--- config.mk ---
export PLATFORM = sky130hd
export DESIGN_NAME = gamma_refresh_seq
export DESIGN_NICKNAME = d
export VERILOG_FILES = /design/src/rtl/grf_pkg.sv /design/src/rtl/grf_osc_div.sv /design/src/rtl/grf_clk_ctrl.sv /design/src/rtl/grf_chan_bank.sv /design/src/rtl/gamma_refresh_seq.sv
export SDC_FILE = /design/constraint.sdc
export NUM_CORES = 1
export LEC_CHECK = 0
export ABC_AREA = 1
export ABC_CLOCK_PERIOD_IN_PS = 3760
export BUFFER_PORTS_ARGS = -buffer_cell sky130_fd_sc_hd__buf_2
export CORE_ASPECT_RATIO = 0.8
export CORE_MARGIN = 1
export CORE_UTILIZATION = 35
export CTS_CLUSTER_SIZE = 40
export DETAILED_ROUTE_END_ITERATION = 8
export GPL_ROUTABILITY_DRIVEN = 0
export HOLD_SLACK_MARGIN = 0.06
export PLACE_DENSITY = 0.63
export SYNTH_ARGS = -nofsm -noshare
export SYNTH_HDL_FRONTEND = slang
export SYNTH_SLANG_ARGS = --single-unit
--- constraint.sdc ---
create_clock -name clk -period 3.76 [get_ports clk]
set_input_delay 1.128 -clock clk [delete_from_list [all_inputs] [get_ports clk]]
set_output_delay 1.128 -clock clk [all_outputs]
set_load 0.005 [all_outputs]
--- src/rtl/grf_pkg.sv ---
package grf_pkg;
  typedef enum logic {
    SRC_INT = 1'b0,
    SRC_EXT = 1'b1
  } clk_src_e;
endpackage

--- src/rtl/grf_osc_div.sv ---
module grf_osc_div #(
  parameter int HALF = 1000
) (
  input  logic clk,
  input  logic rst,
  output logic osc_o
);
  localparam int CNT_W = $clog2(HALF + 1);
  localparam logic [CNT_W-1:0] LAST = CNT_W'(HALF - 1);

  logic [CNT_W-1:0] cnt_q;

  always_ff @(posedge clk) begin
    if (rst) begin
      cnt_q <= '0;
      osc_o <= 1'b0;
    end else if (cnt_q == LAST) begin
      cnt_q <= '0;
      osc_o <= ~osc_o;
    end else begin
      cnt_q <= cnt_q + 1'b1;
    end
  end
endmodule

--- src/rtl/grf_clk_ctrl.sv ---
module grf_clk_ctrl
  import grf_pkg::*;
(
  input  logic clk,
  input  logic rst,
  input  logic wr_en,
  input  logic wr_ext,
  input  logic osc_i,
  input  logic pin_in,
  output logic pin_oe,
  output logic fall_o
);
  clk_src_e src_q;
  logic     s1_q, s2_q, ref_q;
  logic     ref_now;

  always_ff @(posedge clk) begin
    if (rst) begin
      src_q  <= SRC_INT;
      pin_oe <= 1'b0;
      s1_q   <= 1'b0;
      s2_q   <= 1'b0;
      ref_q  <= 1'b0;
    end else begin
      if (wr_en) begin
        src_q  <= wr_ext ? SRC_EXT : SRC_INT;
        pin_oe <= ~wr_ext;
      end
      s1_q  <= pin_in;
      s2_q  <= s1_q;
      ref_q <= ref_now;
    end
  end

  assign ref_now = (src_q == SRC_EXT) ? s2_q : osc_i;
  assign fall_o  = ref_q & ~ref_now;
endmodule

--- src/rtl/grf_chan_bank.sv ---
module grf_chan_bank #(
  parameter int NCH    = 8,
  parameter int CODE_W = 10,
  parameter int STEP   = 137,
  localparam int IDX_W = $clog2(NCH)
) (
  input  logic                    clk,
  input  logic                    rst,
  input  logic                    wr_en,
  input  logic [IDX_W-1:0]        wr_chan,
  input  logic [CODE_W-1:0]       wr_code,
  input  logic                    tick,
  output logic [IDX_W-1:0]        idx_o,
  output logic [NCH*CODE_W-1:0]   out_flat,
  output logic [NCH-1:0]          settled
);
  localparam logic [CODE_W-1:0] STEP_W = CODE_W'(STEP);
  localparam logic [IDX_W-1:0]  LAST   = IDX_W'(NCH - 1);

  logic [CODE_W-1:0] tgt_q [NCH];
  logic [CODE_W-1:0] out_q [NCH];
  logic [CODE_W-1:0] cur, goal, gap, nxt;

  assign cur  = out_q[idx_o];
  assign goal = tgt_q[idx_o];

  always_comb begin
    if (goal > cur) begin
      gap = goal - cur;
      nxt = (gap <= STEP_W) ? goal : cur + STEP_W;
    end else begin
      gap = cur - goal;
      nxt = (gap <= STEP_W) ? goal : cur - STEP_W;
    end
  end

  always_ff @(posedge clk) begin
    if (rst) begin
      idx_o <= '0;
      for (int i = 0; i < NCH; i++) begin
        tgt_q[i] <= '0;
        out_q[i] <= '0;
      end
    end else begin
      if (wr_en) tgt_q[wr_chan] <= wr_code;
      if (tick) begin
        out_q[idx_o] <= nxt;
        idx_o        <= (idx_o == LAST) ? '0 : idx_o + 1'b1;
      end
    end
  end

  for (genvar g = 0; g < NCH; g++) begin : g_flat
    assign out_flat[g*CODE_W +: CODE_W] = out_q[g];
    assign settled[g] = (out_q[g] == tgt_q[g]);
  end
endmodule

--- src/rtl/gamma_refresh_seq.sv ---
module gamma_refresh_seq #(
  parameter int NCH      = 8,
  parameter int CODE_W   = 10,
  parameter int STEP     = 137,
  parameter int OSC_HALF = 1000,
  localparam int IDX_W   = $clog2(NCH)
) (
  input  logic                  clk,
  input  logic                  rst,
  input  logic                  wr_en,
  input  logic [IDX_W-1:0]      wr_chan,
  input  logic [CODE_W-1:0]     wr_code,
  input  logic                  wr_ext,
  input  logic                  clk_pin_in,
  output logic                  clk_pin_out,
  output logic                  clk_pin_oe,
  output logic [IDX_W-1:0]      slot_idx,
  output logic [NCH*CODE_W-1:0] out_codes,
  output logic [NCH-1:0]        settled
);
  logic osc;
  logic tick;

  grf_osc_div #(.HALF(OSC_HALF)) u_osc (
    .clk   (clk),
    .rst   (rst),
    .osc_o (osc)
  );

  grf_clk_ctrl u_ctrl (
    .clk    (clk),
    .rst    (rst),
    .wr_en  (wr_en),
    .wr_ext (wr_ext),
    .osc_i  (osc),
    .pin_in (clk_pin_in),
    .pin_oe (clk_pin_oe),
    .fall_o (tick)
  );

  grf_chan_bank #(.NCH(NCH), .CODE_W(CODE_W), .STEP(STEP)) u_bank (
    .clk      (clk),
    .rst      (rst),
    .wr_en    (wr_en),
    .wr_chan  (wr_chan),
    .wr_code  (wr_code),
    .tick     (tick),
    .idx_o    (slot_idx),
    .out_flat (out_codes),
    .settled  (settled)
  );

  assign clk_pin_out = osc;
endmodule

==> out/results.env, run 1 <==
VIA_COUNT_OF_THE_FIRST_GLOBAL_ROUTING_PASS=9589
TIMING.HOLD.WORST.CLASS='flop to flop'
FINAL_HOLD_VIOL_COUNT=0
CP_DATA_ARRIVAL_TIME_PS=3850
CP_CELL_SEQUENCE='buf_4, clkbuf_16, nand2_1, nand3_1, nand3_1, nand2_2, fa_1, buf_4, xor2_1, o211ai_1, nand2_1, nor2_1, nand2_1, nand2_1, nand2_4, nand3_1, nand2_2, buf_12, a21oi_1'
PERIOD_MINUS_WS_FINAL_PS=3590
CRITPATHLAUNCHTYPE='flop'
CRITICAL_PATH.REG2REG.ENDPOINT='u_bank.out_q[2][9]'
TIMING_WORST_SETUP_PATH_TYPE='flop to flop'
LEAKAGE_nW=5.99
SYNTHESIS.AREA_MM2=0.0112
NETLIST-CELL-TYPE-COUNT=47
CPLARGESTDELAYFAMILY='simple AND/OR/NAND/NOR gates'
TIGHTEST_SLEW_PS=692
GLOBALROUTE.TOTALOVERFLOW=0
CRITICAL_PATH.ENDPOINT='u_bank.out_q[2][9]'
CTS_BUFFERS=17
DRT-PASS1-ITER-COUNT=6
TIMING.MAX_CAP.VIOLATIONS=0
LARGEST_NET_DEGREE_AT_THE_START_OF_GLOBAL_ROUTING=45
DETAIL_ROUTE.WIRELENGTH_MM=40.5
FIN_SETUP_TNS_PS=0
DRT_FIRST_ITER_VIOLATIONS=1391
NUMBER_OF_FILL_CELLS_IN_THE_LAYOUT=3157
POST_SYNTH_XOR_AREA_FRACTION_PCT=4.46
CLKLATENCYLATEPIN_PS=450
HOLDBUFCOUNTCTS=0
ROW_COUNT=58
VIA_DENSITY_PER_INSTANCE=5.28
CRITICAL_PATH_BUF_INV_COUNT=4
HOLD_WS_PS=407
POST_SYNTH_INST_COUNT=1389
DIE_W_UM=202
LAYOUT.NETS=1572
AREA_GROWTH_SYN_TO_LAYOUT_PCT=19.2
GRT_PASS1_WL_MM=59.0
DIE_AREA_MM2=0.0327
CRITPATHMAXFANOUT=20
DPL.HPWL_MM=30.5
ANTENNA_CELLS_INSERTED=0
YOSYSWARNINGCOUNT=0
RSZ0062_AT_GRT='yes'
DP_SLACK_PS=22.2
WORST_REL_SLEW_SLACK_PCT=53.7
DRT.ANTENNA.VIOLATING_NETS=0
TIMING.CRITICAL_PATH.TO_TYPE='flop'
CTS_MAX_LEVEL=4
PLACEMENT.CELL_AREA_MM2=0.0125
SLEW_VIOL_FINAL=0
SYNTH-COMPOUND-AREA-SHARE_PCT=10.0
SYN-MEAN-INSTANCE-AREA_UM2=8.06
FINALSETUPVIOLCOUNT=0
R2R.WORST_PATH.CELLS=19
REQUIRED_TIME_AT_THE_ENDPOINT_OF_THE_CRITICAL_PATH_PS=4020
ROUTE.DETAILED.DRC=0
PATH_CLK_SLEW_PS=70
SYNTHSIMPLEGATEAREAFRAC_PCT=26.0
INITIAL_UTIL_PCT=35.6
DETAILROUTE.VIA_COUNT=10400
LARGEST_BUFFER_COUNT_ON_ANY_CLOCK_PATH=2
IO_PORT_BUFS=110
POST_SYNTH_MUX_AREA_SHARE_PCT=0
SYN_NETS=1433
GRT_USE_TOTAL_PCT=24.6
DIE_H_UM=162
SHARE_OF_LAYOUT_CELLS_ABOVE_DRIVE_STRENGTH_1_PCT=18.9
SYNTH_SEQ_AREA_SHARE_PCT=46.8
MOSTFREQUENTLAYOUTCELL='nand2_1'
LAYOUT.CELLS.MOST_COMMON_LIST='nand2_1 (297), nor2_1 (224), inv_1 (179)'
SYNTH_TOP_FAMILY_BY_AREA='simple AND/OR/NAND/NOR gates'
RRSETUPSLACK_PS=170
SLOWEST_STAGE='fa_1'
CORE-AREA_MM2=0.0314
CTS.SINKS=182
CTS_TREE='built'
YOSYS.AREA_SHARE.ADDER_PCT=3.04
WORST_PATH_MOST_REPEATED_CELL='nand2_1'
FINAL.SETUP.WORST_SLACK_PS=166
VDD_DROP_MAX_mV=0.336
ROOT_BUFFER='clkbuf_16'
RUN_STATUS='complete, no violations'
MAX_INCR_DELAY_ON_CP_PS=490
FMAXACHIEVABLE_MHz=278
FINAL_CORE_UTILIZATION_PCT=42.5
FINAL.PERIOD_UTILIZATION_PCT=95.6
SYNTH_SEQ_CELLS=182
POWER_PER_CELL_AREA_mW_PER_MM2=409
ROUTED_WIRE_LENGTH_PER_INSTANCE_UM=20.7
CLOCK-SKEW-FINAL_PS=15.7
IOPINCOUNT=111
GRT_ANTENNA_BEFORE_REPAIR=0
POST-ROUTE-CELL-AREA_MM2=0.0134
TIMING.CRITICAL_PATH.DEPTH=19
tightest hold or removal path, stage by stage, from the launching register on:
cell     delay, ps
dfxtp_1        300
inv_1           40
nor2_1          30
synth_stat cells (all sizes together):
master | n | share of area [%]
inv | 188 | 6.3
nand4 | 11 | 0.61
xnor2 | 33 | 2.6
ha | 24 | 2.7
a21oi | 69 | 3.4
edfxtp | 160 | 43
a31oi | 1 | 0.056
a22oi | 1 | 0.067
xor2 | 24 | 1.9
o21bai | 2 | 0.17
nor4b | 2 | 0.16
nor3 | 8 | 0.36
nor4 | 5 | 0.28
dfxtp | 22 | 3.9
or2 | 8 | 0.45
a211oi | 2 | 0.13
nor3b | 4 | 0.27
o2111ai | 7 | 0.55
o21ai | 74 | 3.6
o22ai | 10 | 0.56
fa | 2 | 0.36
buf | 36 | 2.6
a2111oi | 2 | 0.16
nand2 | 325 | 11
o21a | 5 | 0.34
nor2 | 229 | 7.8
nand3 | 103 | 4.7
clkbuf | 20 | 0.68
o211ai | 11 | 1.0
clkinv | 1 | 0.033
routing by layer:
metal  vias up  share of wire, %  track usage, %
met5         -                 0               0
met4         0               3.1            8.30
met3        70                12            6.18
met2       629                43            36.6
met1      4862                43            34.7
li1       4802                 -               -
cell type report:
type	count	area [um^2]	share of cell area, %
clock buffers	21	483	3.62
clock inverters	11	120	0.900
inverters	189	722	5.41
multi-input cells	962	5010	37.5
flip-flops and latches	182	5250	39.3
well taps	420	526	3.94
repair buffers	175	1240	9.26
repair inverters	1	8.76	0.0656
sequential cells by signal, summed over array words and instances (netlist names), named ones only:
register,count
u_osc.cnt_q,10
u_ctrl.s2_q,1
u_bank.tgt_q,80
u_ctrl.pin_oe,1
u_bank.idx_o,3
u_bank.out_q,80
u_ctrl.ref_q,1
u_ctrl.src_q,1
u_osc.osc_o,1
u_ctrl.s1_q,1
worst min path at each step:
stage / start / to / slack [ps] / cells past startpoint
floorplan: u_ctrl.s1_q / u_ctrl.s2_q / 390 / 2
global placement: u_ctrl.s1_q / u_ctrl.s2_q / 410 / 2
detailed placement: u_ctrl.s1_q / u_ctrl.s2_q / 400 / 2
CTS: u_ctrl.s1_q / u_ctrl.s2_q / 410 / 2
global route: u_ctrl.s1_q / u_ctrl.s2_q / 430 / 2
finish: u_ctrl.s1_q / u_ctrl.s2_q / 410 / 2
power breakdown:
part	internal [mW]	total, mW	switching [mW]
registers	2.29	2.39	0.0999
logic	0.411	1.20	0.787
clock network	1.06	1.87	0.814
what timing repair did:
| item | 4_1_cts | 5_1_grt |
|---|---|---|
| setup endpoints to repair | 1 | 80 |
| gates resized for setup | 1 | 37 |
| setup buffers | 0 | 2 |
| cloned | 0 | 3 |
| pin swaps | 0 | 2 |
per-stage QoR:
step | total power [mW] | std cells
6_report | 5.46 | 1961
3_3_place_gp | 3.54 | 1924
4_1_cts | 5.38 | 1956
3_5_place_dp | 3.55 | 1924
5_1_grt | 5.63 | 1961
2_1_floorplan | 3.03 | 1389
cells by family (layout without fill, tap and decap cells):
logic type      Yosys count  after routing
simple gates            695            695
buf+inv                 245            397
compound gates          184            184
flops                   182            182
xor+xnor                 57             57
fa+ha+maj                26             26
Note: power is estimated with default switching activity, not from simulation.
==> inputs of run 2 (changes only) <==
- ABC_AREA: 1 -> unset
- BUFFER_PORTS_ARGS: -buffer_cell sky130_fd_sc_hd__buf_2 -> unset
- DONT_BUFFER_PORTS: unset -> 1
- PLACE_DENSITY: 0.63 -> 0.6
==> run 2 against run 1 <==
Net effect:
- the run now ends with negative setup slack left
- via count decreased by 16%
- global-route usage grew 1.6 points
- worst setup slack worse by 390 ps
- hold slack better by 31 ps
- non-clock buffer count increased by 72
- combinational power about the same
==> out/results.env, run 2 <==
RUN_STATUS='complete, but fails checks'  # was complete, no violations
VIOLATIONS='negative setup slack'
SHARE_OF_LAYOUT_CELLS_ABOVE_DRIVE_STRENGTH_1_PCT=44.4  # was 18.9%
DRT.ANTENNA.VIOLATING_NETS=0  # unchanged
DPL.HPWL_MM=30.0  # was 30.5 mm
CTS_BUFFERS=17  # unchanged
FINAL.PERIOD_UTILIZATION_PCT=106  # was 95.6%
FINAL_HOLD_VIOL_COUNT=0  # unchanged
PLACEMENT.CELL_AREA_MM2=0.0126  # was 0.0125 mm^2
FIN_SETUP_TNS_PS=-12290  # was 0 ps
FMAXACHIEVABLE_MHz=251  # was 278 MHz
CLOCK_POWER_SHARE_PCT=34.6  # was 34.3%
CLKLATENCYLATEPIN_PS=450  # about the same
INTERNAL_POWER_mW=3.91  # was 3.76 mW
NUMBER_OF_FILL_CELLS_IN_THE_LAYOUT=2606  # was 3157
GRT_USE_TOTAL_PCT=26.3  # was 24.6%
DETAIL_ROUTE.WIRELENGTH_MM=40.1  # was 40.5 mm
NETLIST-CELL-TYPE-COUNT=68  # was 47
IO_PORT_BUFS=0  # was 110
CORE-AREA_MM2=0.0296  # was 0.0314 mm^2
DIE_H_UM=158  # was 162 um
SYNTH-MAIN-FF-CELL='edfxtp_1'  # unchanged
CP_DATA_ARRIVAL_TIME_PS=4170  # was 3850 ps
FINAL_CORE_UTILIZATION_PCT=49.3  # was 42.5%
SYNTH_SEQ_AREA_SHARE_PCT=49.1  # was 46.8%
TIMING_WORST_SETUP_PATH_TYPE='flop to flop'  # unchanged
WORST_REL_SLEW_SLACK_PCT=43.0  # was 53.7%
SYNTH-EDFF-COUNT=160  # unchanged
POST-ROUTE-CELL-AREA_MM2=0.0146  # was 0.0134 mm^2
CRITPATHLAUNCHTYPE='flop'  # unchanged
TIMING.MAX_CAP.VIOLATIONS=0  # unchanged
PATH_CLK_SLEW_PS=70  # about the same
SYNTH.TOP_CELLS.BY_COUNT='edfxtp_1 (160), xnor2_1 (85), and2_1 (83)'  # was nand2_1 (299), nor2_1 (227), inv_1 (179)
ROW_COUNT=56  # was 58
HOLDBUFCOUNTCTS=0  # unchanged
MET1_USAGE_PCT=34.3  # was 34.7%
YOSYSWARNINGCOUNT=0  # unchanged
TIGHTEST_SLEW_PS=855  # was 692 ps
CTS.SINKS=182  # unchanged
RSZ0062_AT_GRT='yes'  # unchanged
SYNTH.MOST_COMMON_CELL='edfxtp_1'  # was nand2_1
GRT_USE_MET2_PCT=37.2  # was 36.6%
SYNTHESIS.AREA_MM2=0.0107  # was 0.0112 mm^2
ROUTE.DETAILED.DRC=0  # unchanged
INITIAL_UTIL_PCT=36.1  # was 35.6%
ROOT_BUFFER='clkbuf_16'  # unchanged
POWER.NET_SWITCHING_mW=1.56  # was 1.70 mW
CTS_MAX_LEVEL=4  # unchanged
GRT_ANTENNA_BEFORE_REPAIR=1  # was 0
VDD_DROP_MAX_mV=0.354  # was 0.336 mV
POWER_PER_CELL_AREA_mW_PER_MM2=375  # was 409 mW/mm^2
CLOCK-SKEW-FINAL_PS=14.0  # was 15.7 ps
BUSIEST_LAYER='met2'  # unchanged
LARGEST_NET_DEGREE_AT_THE_START_OF_GLOBAL_ROUTING=32  # was 45
HOLD_WS_PS=438  # was 407 ps
SYNTH_LARGEST_AREA_CELL='edfxtp_1'  # unchanged
DRT-PASS1-ITER-COUNT=5  # was 6
R2R.WORST_PATH.CELLS=18  # was 19
ROUTED_WIRE_LENGTH_PER_INSTANCE_UM=25.9  # was 20.7 um
DIE_AREA_MM2=0.0312  # was 0.0327 mm^2
POSTSYNTH.ASYNCRESETSHARE_PCT=0  # unchanged
SYNTH_SEQ_CELLS=182  # unchanged
IOPINCOUNT=111  # unchanged
CRITICAL_PATH_BUF_INV_COUNT=5  # was 4
HOLD_DEPTH=1  # was 2
SYNTH_TOP_AREA_SHARE_PCT=44.9  # was 42.9%
LAYOUT.NETS=1173  # was 1572
POST_SYNTH_INST_COUNT=906  # was 1389
TIMING.HOLD.WORST.CLASS='flop to flop'  # unchanged
REQUIRED_TIME_AT_THE_ENDPOINT_OF_THE_CRITICAL_PATH_PS=3950  # was 4020 ps
FINALSETUPVIOLCOUNT=80  # was 0
DIE_W_UM=197  # was 202 um
GLOBALROUTE.TOTALOVERFLOW=0  # unchanged
LAYOUT.CELLS.MOST_COMMON_LIST='buf_4 (212), edfxtp_1 (160), xnor2_1 (84)'  # was nand2_1 (297), nor2_1 (224), inv_1 (179)
CRITPATHMAXFANOUT=8  # was 20
GLOBAL_ROUTE.USAGE.MET3_PCT=13.5  # was 6.18%
FINISH.CELL_COUNT_WITHOUT_FILLERS=1549  # was 1961
WORST_PATH_MOST_REPEATED_CELL='buf_12'  # was nand2_1
TOTALPOWERFINAL_mW=5.47  # was 5.46 mW
CPLARGESTDELAYFAMILY='compound AO/OA/AOI/OAI gates'  # was simple AND/OR/NAND/NOR gates
INST_COUNT_DP=1469  # was 1924
FINAL.SETUP.WORST_SLACK_PS=-220  # was 166 ps
SEQ_POWER_SHARE_PCT=43.1  # was 43.7%
LARGESTREGISTERS='u_bank.out_q (80), u_bank.tgt_q (80), u_osc.cnt_q (10)'  # unchanged
MAX_INCR_DELAY_ON_CP_PS=670  # was 490 ps
VIA_DENSITY_PER_INSTANCE=5.59  # was 5.28
SYN-MEAN-INSTANCE-AREA_UM2=11.8  # was 8.06 um^2
SLEW_VIOL_FINAL=0  # unchanged
TIMING.CRITICAL_PATH.TO_TYPE='flop'  # unchanged
SYN_NETS=950  # was 1433
DP_SLACK_PS=-419  # was 22.2 ps
DRT_FIRST_ITER_VIOLATIONS=831  # was 1391
PERIOD_MINUS_WS_FINAL_PS=3980  # was 3590 ps
DETAILROUTE.VIA_COUNT=8663  # was 10400
GRT_PASS1_WL_MM=57.6  # was 59.0 mm
LEAKAGE_nW=5.35  # was 5.99 nW
MOSTFREQUENTLAYOUTCELL='buf_4'  # was nand2_1
SLOWEST_STAGE='mux4_4'  # was fa_1
COMB_POWER_SHARE_PCT=22.2  # was 22.0%
VIA_COUNT_OF_THE_FIRST_GLOBAL_ROUTING_PASS=8603  # was 9589
SW_FRAC_OF_TOTAL_PCT=28.6  # was 31.2%
CTS_TREE='built'  # unchanged
TIMING.CRITICAL_PATH.DEPTH=18  # was 19
AREA_GROWTH_SYN_TO_LAYOUT_PCT=36.6  # was 19.2%
SYNTH.TOP_CELLS.BY_AREA='edfxtp_1 (45%), mux4_2 (7.8%), xnor2_1 (7.0%), and2_1 (4.9%), dfxtp_1 (4.1%)'  # was edfxtp_1 (43%), nand2_1 (10%), nor2_1 (7.6%), inv_1 (6.0%), nand3_1 (4.5%)
LARGEST_BUFFER_COUNT_ON_ANY_CLOCK_PATH=2  # unchanged
CP_CELL_SEQUENCE='buf_12, mux4_4, nand2b_4, and2_4, buf_6, ha_4, fa_2, nand2b_4, a21oi_4, buf_6, a221oi_4, xor2_2, o311a_4, buf_12, a21oi_4, a22oi_2, buf_12, a21oi_2'  # was buf_4, clkbuf_16, nand2_1, nand3_1, nand3_1, nand2_2, fa_1, buf_4, xor2_1, o211ai_1, nand2_1, nor2_1, nand2_1, nand2_1, nand2_4, nand3_1, nand2_2, buf_12, a21oi_1
## run 2: cell count changes after synthesis, moves of 52 or more
cell / delta
nand2_1: -243
nand3_1: -87
inv_1: -152
xnor2_1: +52
nor2_1: -184
and2_1: +83
## run 2: cell type report
cell class / instances / area [um^2] / area share [%]
Clock buffer: 25 / 582 / 3.98
Multi-Input combinational cell: 653 / 5950 / 40.8
Sequential cell: 182 / 5250 / 36.0
Clock inverter: 7 / 45.0 / 0.308
Antenna cell: 1 / 2.50 / 0.0171
Timing Repair Buffer: 247 / 2160 / 14.8
Tap cell: 406 / 508 / 3.48
Inverter: 28 / 105 / 0.720
## run 2: final timing paths
| path | start | to | slack, ps |
|---|---|---|---|
| setup / recovery | flop | u_bank.out_q[1][6] | -220 |
| hold / removal | u_ctrl.s1_q | u_ctrl.s2_q | 440 |
| setup reg to reg | flop | u_bank.out_q[1][6] | -220 |
| hold reg to reg | u_ctrl.s1_q | u_ctrl.s2_q | 440 |
## run 2: per-layer routing
layer  part of all wire (%)  vias to the layer above
li1                       -                     3770
met1                     40                     4322
met2                     42                      501
met3                     15                       70
met4                    2.9                        0
met5                      0                        -
## run 2: cell families after synthesis
family          after synthesis  share of synthesized area [%]
simple gates                315                           15.8
flops                       182                           49.1
compound gates              144                           8.99
xor+xnor                    111                           9.10
buf+inv                      74                           3.37
mux                          54                           10.5
fa+ha+maj                    26                           3.18
## run 2: power by group through the flow
| stage | logic [mW] | registers [mW] | clock network, mW |
|---|---|---|---|
| final | 1.22 | 2.36 | 1.89 |
| after CTS | 1.09 | 2.36 | 1.90 |
| after global placement | 0.898 | 2.40 | 0 |
| after floorplan | 0.520 | 2.39 | 0 |
| after global routing | 1.27 | 2.37 | 1.98 |
| after detailed placement | 0.908 | 2.40 | 0 |
## run 2: what timing repair did
item	4_1_cts	5_1_grt
setup endpoints to repair	80	80
gates resized for setup	130	65
buffers inserted	32	12
endpoints found under the hold margin	0	0
cloned	7	0
pin swaps	60	48
==> inputs of run 3 (changes only) <==
--- a/config.mk
+++ b/config.mk
@@ -16,4 +16,5 @@
 export HOLD_SLACK_MARGIN = 0.06
 export PLACE_DENSITY = 0.6
+export SLEW_MARGIN = 5
 export SYNTH_ARGS = -nofsm -noshare
 export SYNTH_HDL_FRONTEND = slang
==> constraint.sdc (replaced) <==
create_clock -name clk -period 3.76 [get_ports clk]
set_input_delay 1.128 -clock clk [delete_from_list [all_inputs] [get_ports clk]]
set_output_delay 1.128 -clock clk [all_outputs]
set_load 0.05 [all_outputs]
==> run 3 against run 2 <==
Net effect:
- the run still ends with negative setup slack left
- design area decreased by 1.2%
- sequential share of layout area rose by 0.43 points
- clock-buffer cell count decreased by 5
- non-clock buffer count up 19
- critical endpoint is now u_bank.out_q[6][9]
- highest routed layer unchanged
==> out/results.env, run 3 (synthesis results as in run 2) <==
CRITPATHMAXFANOUT=9  # was 8
CP_CELL_SEQUENCE='buf_12, mux4_2, mux2i_4, buf_6, ha_4, buf_6, nand4_1, inv_1, a221oi_2, xor2_1, o311a_4, a21oi_4, buf_12, buf_6, a22oi_4, buf_12, a21oi_1'  # was buf_12, mux4_4, nand2b_4, and2_4, buf_6, ha_4, fa_2, nand2b_4, a21oi_4, buf_6, a221oi_4, xor2_2, o311a_4, buf_12, a21oi_4, a22oi_2, buf_12, a21oi_2
DETAIL_ROUTE.WIRELENGTH_MM=39.7  # was 40.1 mm
GRT_PASS1_WL_MM=56.9  # was 57.6 mm
HOLDBUFCOUNTCTS=0  # unchanged
RSZ0062_AT_GRT='yes'  # unchanged
GLOBALROUTE.TOTALOVERFLOW=0  # unchanged
DRT_FIRST_ITER_VIOLATIONS=1034  # was 831
VIA_DENSITY_PER_INSTANCE=5.51  # was 5.59
CTS_MAX_LEVEL=4  # unchanged
FINAL_CORE_UTILIZATION_PCT=48.7  # was 49.3%
CRITICAL_PATH.REG2REG.ENDPOINT='u_bank.out_q[6][9]'  # was u_bank.out_q[1][6]
LAYOUT.NETS=1190  # was 1173
DRT-PASS1-ITER-COUNT=5  # unchanged
IO_PORT_BUFS=0  # unchanged
IOPINCOUNT=111  # unchanged
SLEW_VIOL_FINAL=0  # unchanged
FINALSETUPVIOLCOUNT=62  # was 80
POWER_PER_CELL_AREA_mW_PER_MM2=370  # was 375 mW/mm^2
CORE-AREA_MM2=0.0296  # unchanged
PERIOD_MINUS_WS_FINAL_PS=3840  # was 3980 ps
VIOLATIONS='negative setup slack'  # unchanged
WORST_REL_SLEW_SLACK_PCT=46.5  # was 43.0%
CTS.SINKS=182  # unchanged
INITIAL_UTIL_PCT=36.1  # unchanged
CTS_TREE='built'  # unchanged
ROUTED_WIRE_LENGTH_PER_INSTANCE_UM=25.4  # was 25.9 um
FINAL_HOLD_VIOL_COUNT=0  # unchanged
HOLD_WS_PS=464  # was 438 ps
ROOT_BUFFER='clkbuf_16'  # unchanged
ROUTE.DETAILED.DRC=0  # unchanged
VIA_COUNT_OF_THE_FIRST_GLOBAL_ROUTING_PASS=8477  # was 8603
DP_SLACK_PS=-309  # was -419 ps
CLKLATENCYLATEPIN_PS=450  # about the same
GRT_ANTENNA_BEFORE_REPAIR=1  # unchanged
LARGEST_BUFFER_COUNT_ON_ANY_CLOCK_PATH=2  # unchanged
R2R.WORST_PATH.CELLS=17  # was 18
FINAL.PERIOD_UTILIZATION_PCT=102  # was 106%
INST_COUNT_DP=1505  # was 1469
MAX_INCR_DELAY_ON_CP_PS=550  # was 670 ps
REQUIRED_TIME_AT_THE_ENDPOINT_OF_THE_CRITICAL_PATH_PS=3950  # about the same
CLOCK-SKEW-FINAL_PS=11.0  # was 14.0 ps
RUN_STATUS='complete, but fails checks'  # unchanged
LARGEST_NET_DEGREE_AT_THE_START_OF_GLOBAL_ROUTING=32  # unchanged
TIMING.HOLD.WORST.CLASS='flop to flop'  # unchanged
AREA_GROWTH_SYN_TO_LAYOUT_PCT=35.0  # was 36.6%
DETAILROUTE.VIA_COUNT=8624  # was 8663
LARGESTREGISTERS='u_bank.out_q (80), u_bank.tgt_q (80), u_osc.cnt_q (10)'  # unchanged
FINISH.CELL_COUNT_WITHOUT_FILLERS=1566  # was 1549
TIGHTEST_SLEW_PS=803  # was 855 ps
FINAL.SETUP.WORST_SLACK_PS=-76.7  # was -220 ps
SHARE_OF_LAYOUT_CELLS_ABOVE_DRIVE_STRENGTH_1_PCT=43.1  # was 44.4%
MOSTFREQUENTLAYOUTCELL='buf_4'  # unchanged
PATH_CLK_SLEW_PS=70  # about the same
CRITICAL_PATH_BUF_INV_COUNT=7  # was 5
SLOWEST_STAGE='mux4_2'  # was mux4_4
CTS_BUFFERS=17  # unchanged
TOTALPOWERFINAL_mW=5.33  # was 5.47 mW
ROW_COUNT=56  # unchanged
VDD_DROP_MAX_mV=0.359  # was 0.354 mV
LAYOUT.CELLS.MOST_COMMON_LIST='buf_4 (237), edfxtp_1 (160), xnor2_1 (84)'  # was buf_4 (212), edfxtp_1 (160), xnor2_1 (84)
CRITPATHLAUNCHTYPE='flop'  # unchanged
LEAKAGE_nW=5.34  # was 5.35 nW
CPLARGESTDELAYFAMILY='buffers and inverters'  # was compound AO/OA/AOI/OAI gates
GRT_USE_TOTAL_PCT=25.8  # was 26.3%
DIE_AREA_MM2=0.0312  # unchanged
TIMING.CRITICAL_PATH.DEPTH=17  # was 18
RRSETUPSLACK_PS=-80  # was -220 ps
TIMING_WORST_SETUP_PATH_TYPE='flop to flop'  # unchanged
DPL.HPWL_MM=30.5  # was 30.0 mm
TIMING.CRITICAL_PATH.TO_TYPE='flop'  # unchanged
CP_DATA_ARRIVAL_TIME_PS=4020  # was 4170 ps
DIE_W_UM=197  # unchanged
DIE_H_UM=158  # unchanged
DRT.ANTENNA.VIOLATING_NETS=0  # unchanged
CRITICAL_PATH.ENDPOINT='u_bank.out_q[6][9]'  # was u_bank.out_q[1][6]
TIMING.MAX_CAP.VIOLATIONS=0  # unchanged
FMAXACHIEVABLE_MHz=261  # was 251 MHz
-- run 3: cell count changes in the layout (fill, tap and decap cells not counted), moves of 5 or more --
cell       change
clkbuf_16      -5
nand2_1        -5
nor4_2         +7
buf_4         +25
a21oi_2       -36
a21oi_1       +39
nor4_1         -8
-- run 3: worst min-delay path by stage --
stage | startpoint | end | slack [ps] | cells after the start
finish | u_ctrl.s1_q | u_ctrl.s2_q | 460 | 1
global route | u_ctrl.s1_q | u_ctrl.s2_q | 480 | 1
CTS | u_ctrl.s1_q | u_ctrl.s2_q | 470 | 1
detailed placement | u_ctrl.s1_q | u_ctrl.s2_q | 450 | 1
global placement | u_ctrl.s1_q | u_ctrl.s2_q | 430 | 1
floorplan | u_ctrl.s1_q | u_ctrl.s2_q | 410 | 1
-- run 3: what timing repair did --
action / in CTS / in global routing
gates cloned: 4 / 0
gates resized for setup: 104 / 49
pin swaps: 20 / 22
setup endpoints to repair: 80 / 81
setup buffers: 19 / 7
-- run 3: final cells by class --
cell class                      count  area, um^2
Timing Repair Buffer              266        2210
Tap cell                          406         508
Antenna cell                        1        2.50
Multi-Input combinational cell    651        5810
Clock inverter                     12         106
Sequential cell                   182        5250
Inverter                           28         105
Fill cell                        2654       15200
Clock buffer                       20         437
-- run 3: power by group --
group / internal [mW] / switching [mW]
registers: 2.29 / 0.0730
clock network: 0.910 / 0.785
logic: 0.532 / 0.746
-- run 3: per-layer routing --
metal  global-route usage [%]  vias to the layer above  routed length (um)
met2                     36.4                      501               16500
met5                        0                        -                   0
met1                     34.9                     4256               15900
li1                         -                     3803                   -
met4                     8.45                        0                1100
met3                     11.7                       64                6250
-- run 3: stage by stage --
stage                     TNS, ps  cell area, um^2
final                       -2410            14400
after global routing       -11950            14400
after CTS                    -283            14200
after detailed placement   -17900            13000
after global placement     -15420            13000
after floorplan             -8170            10800
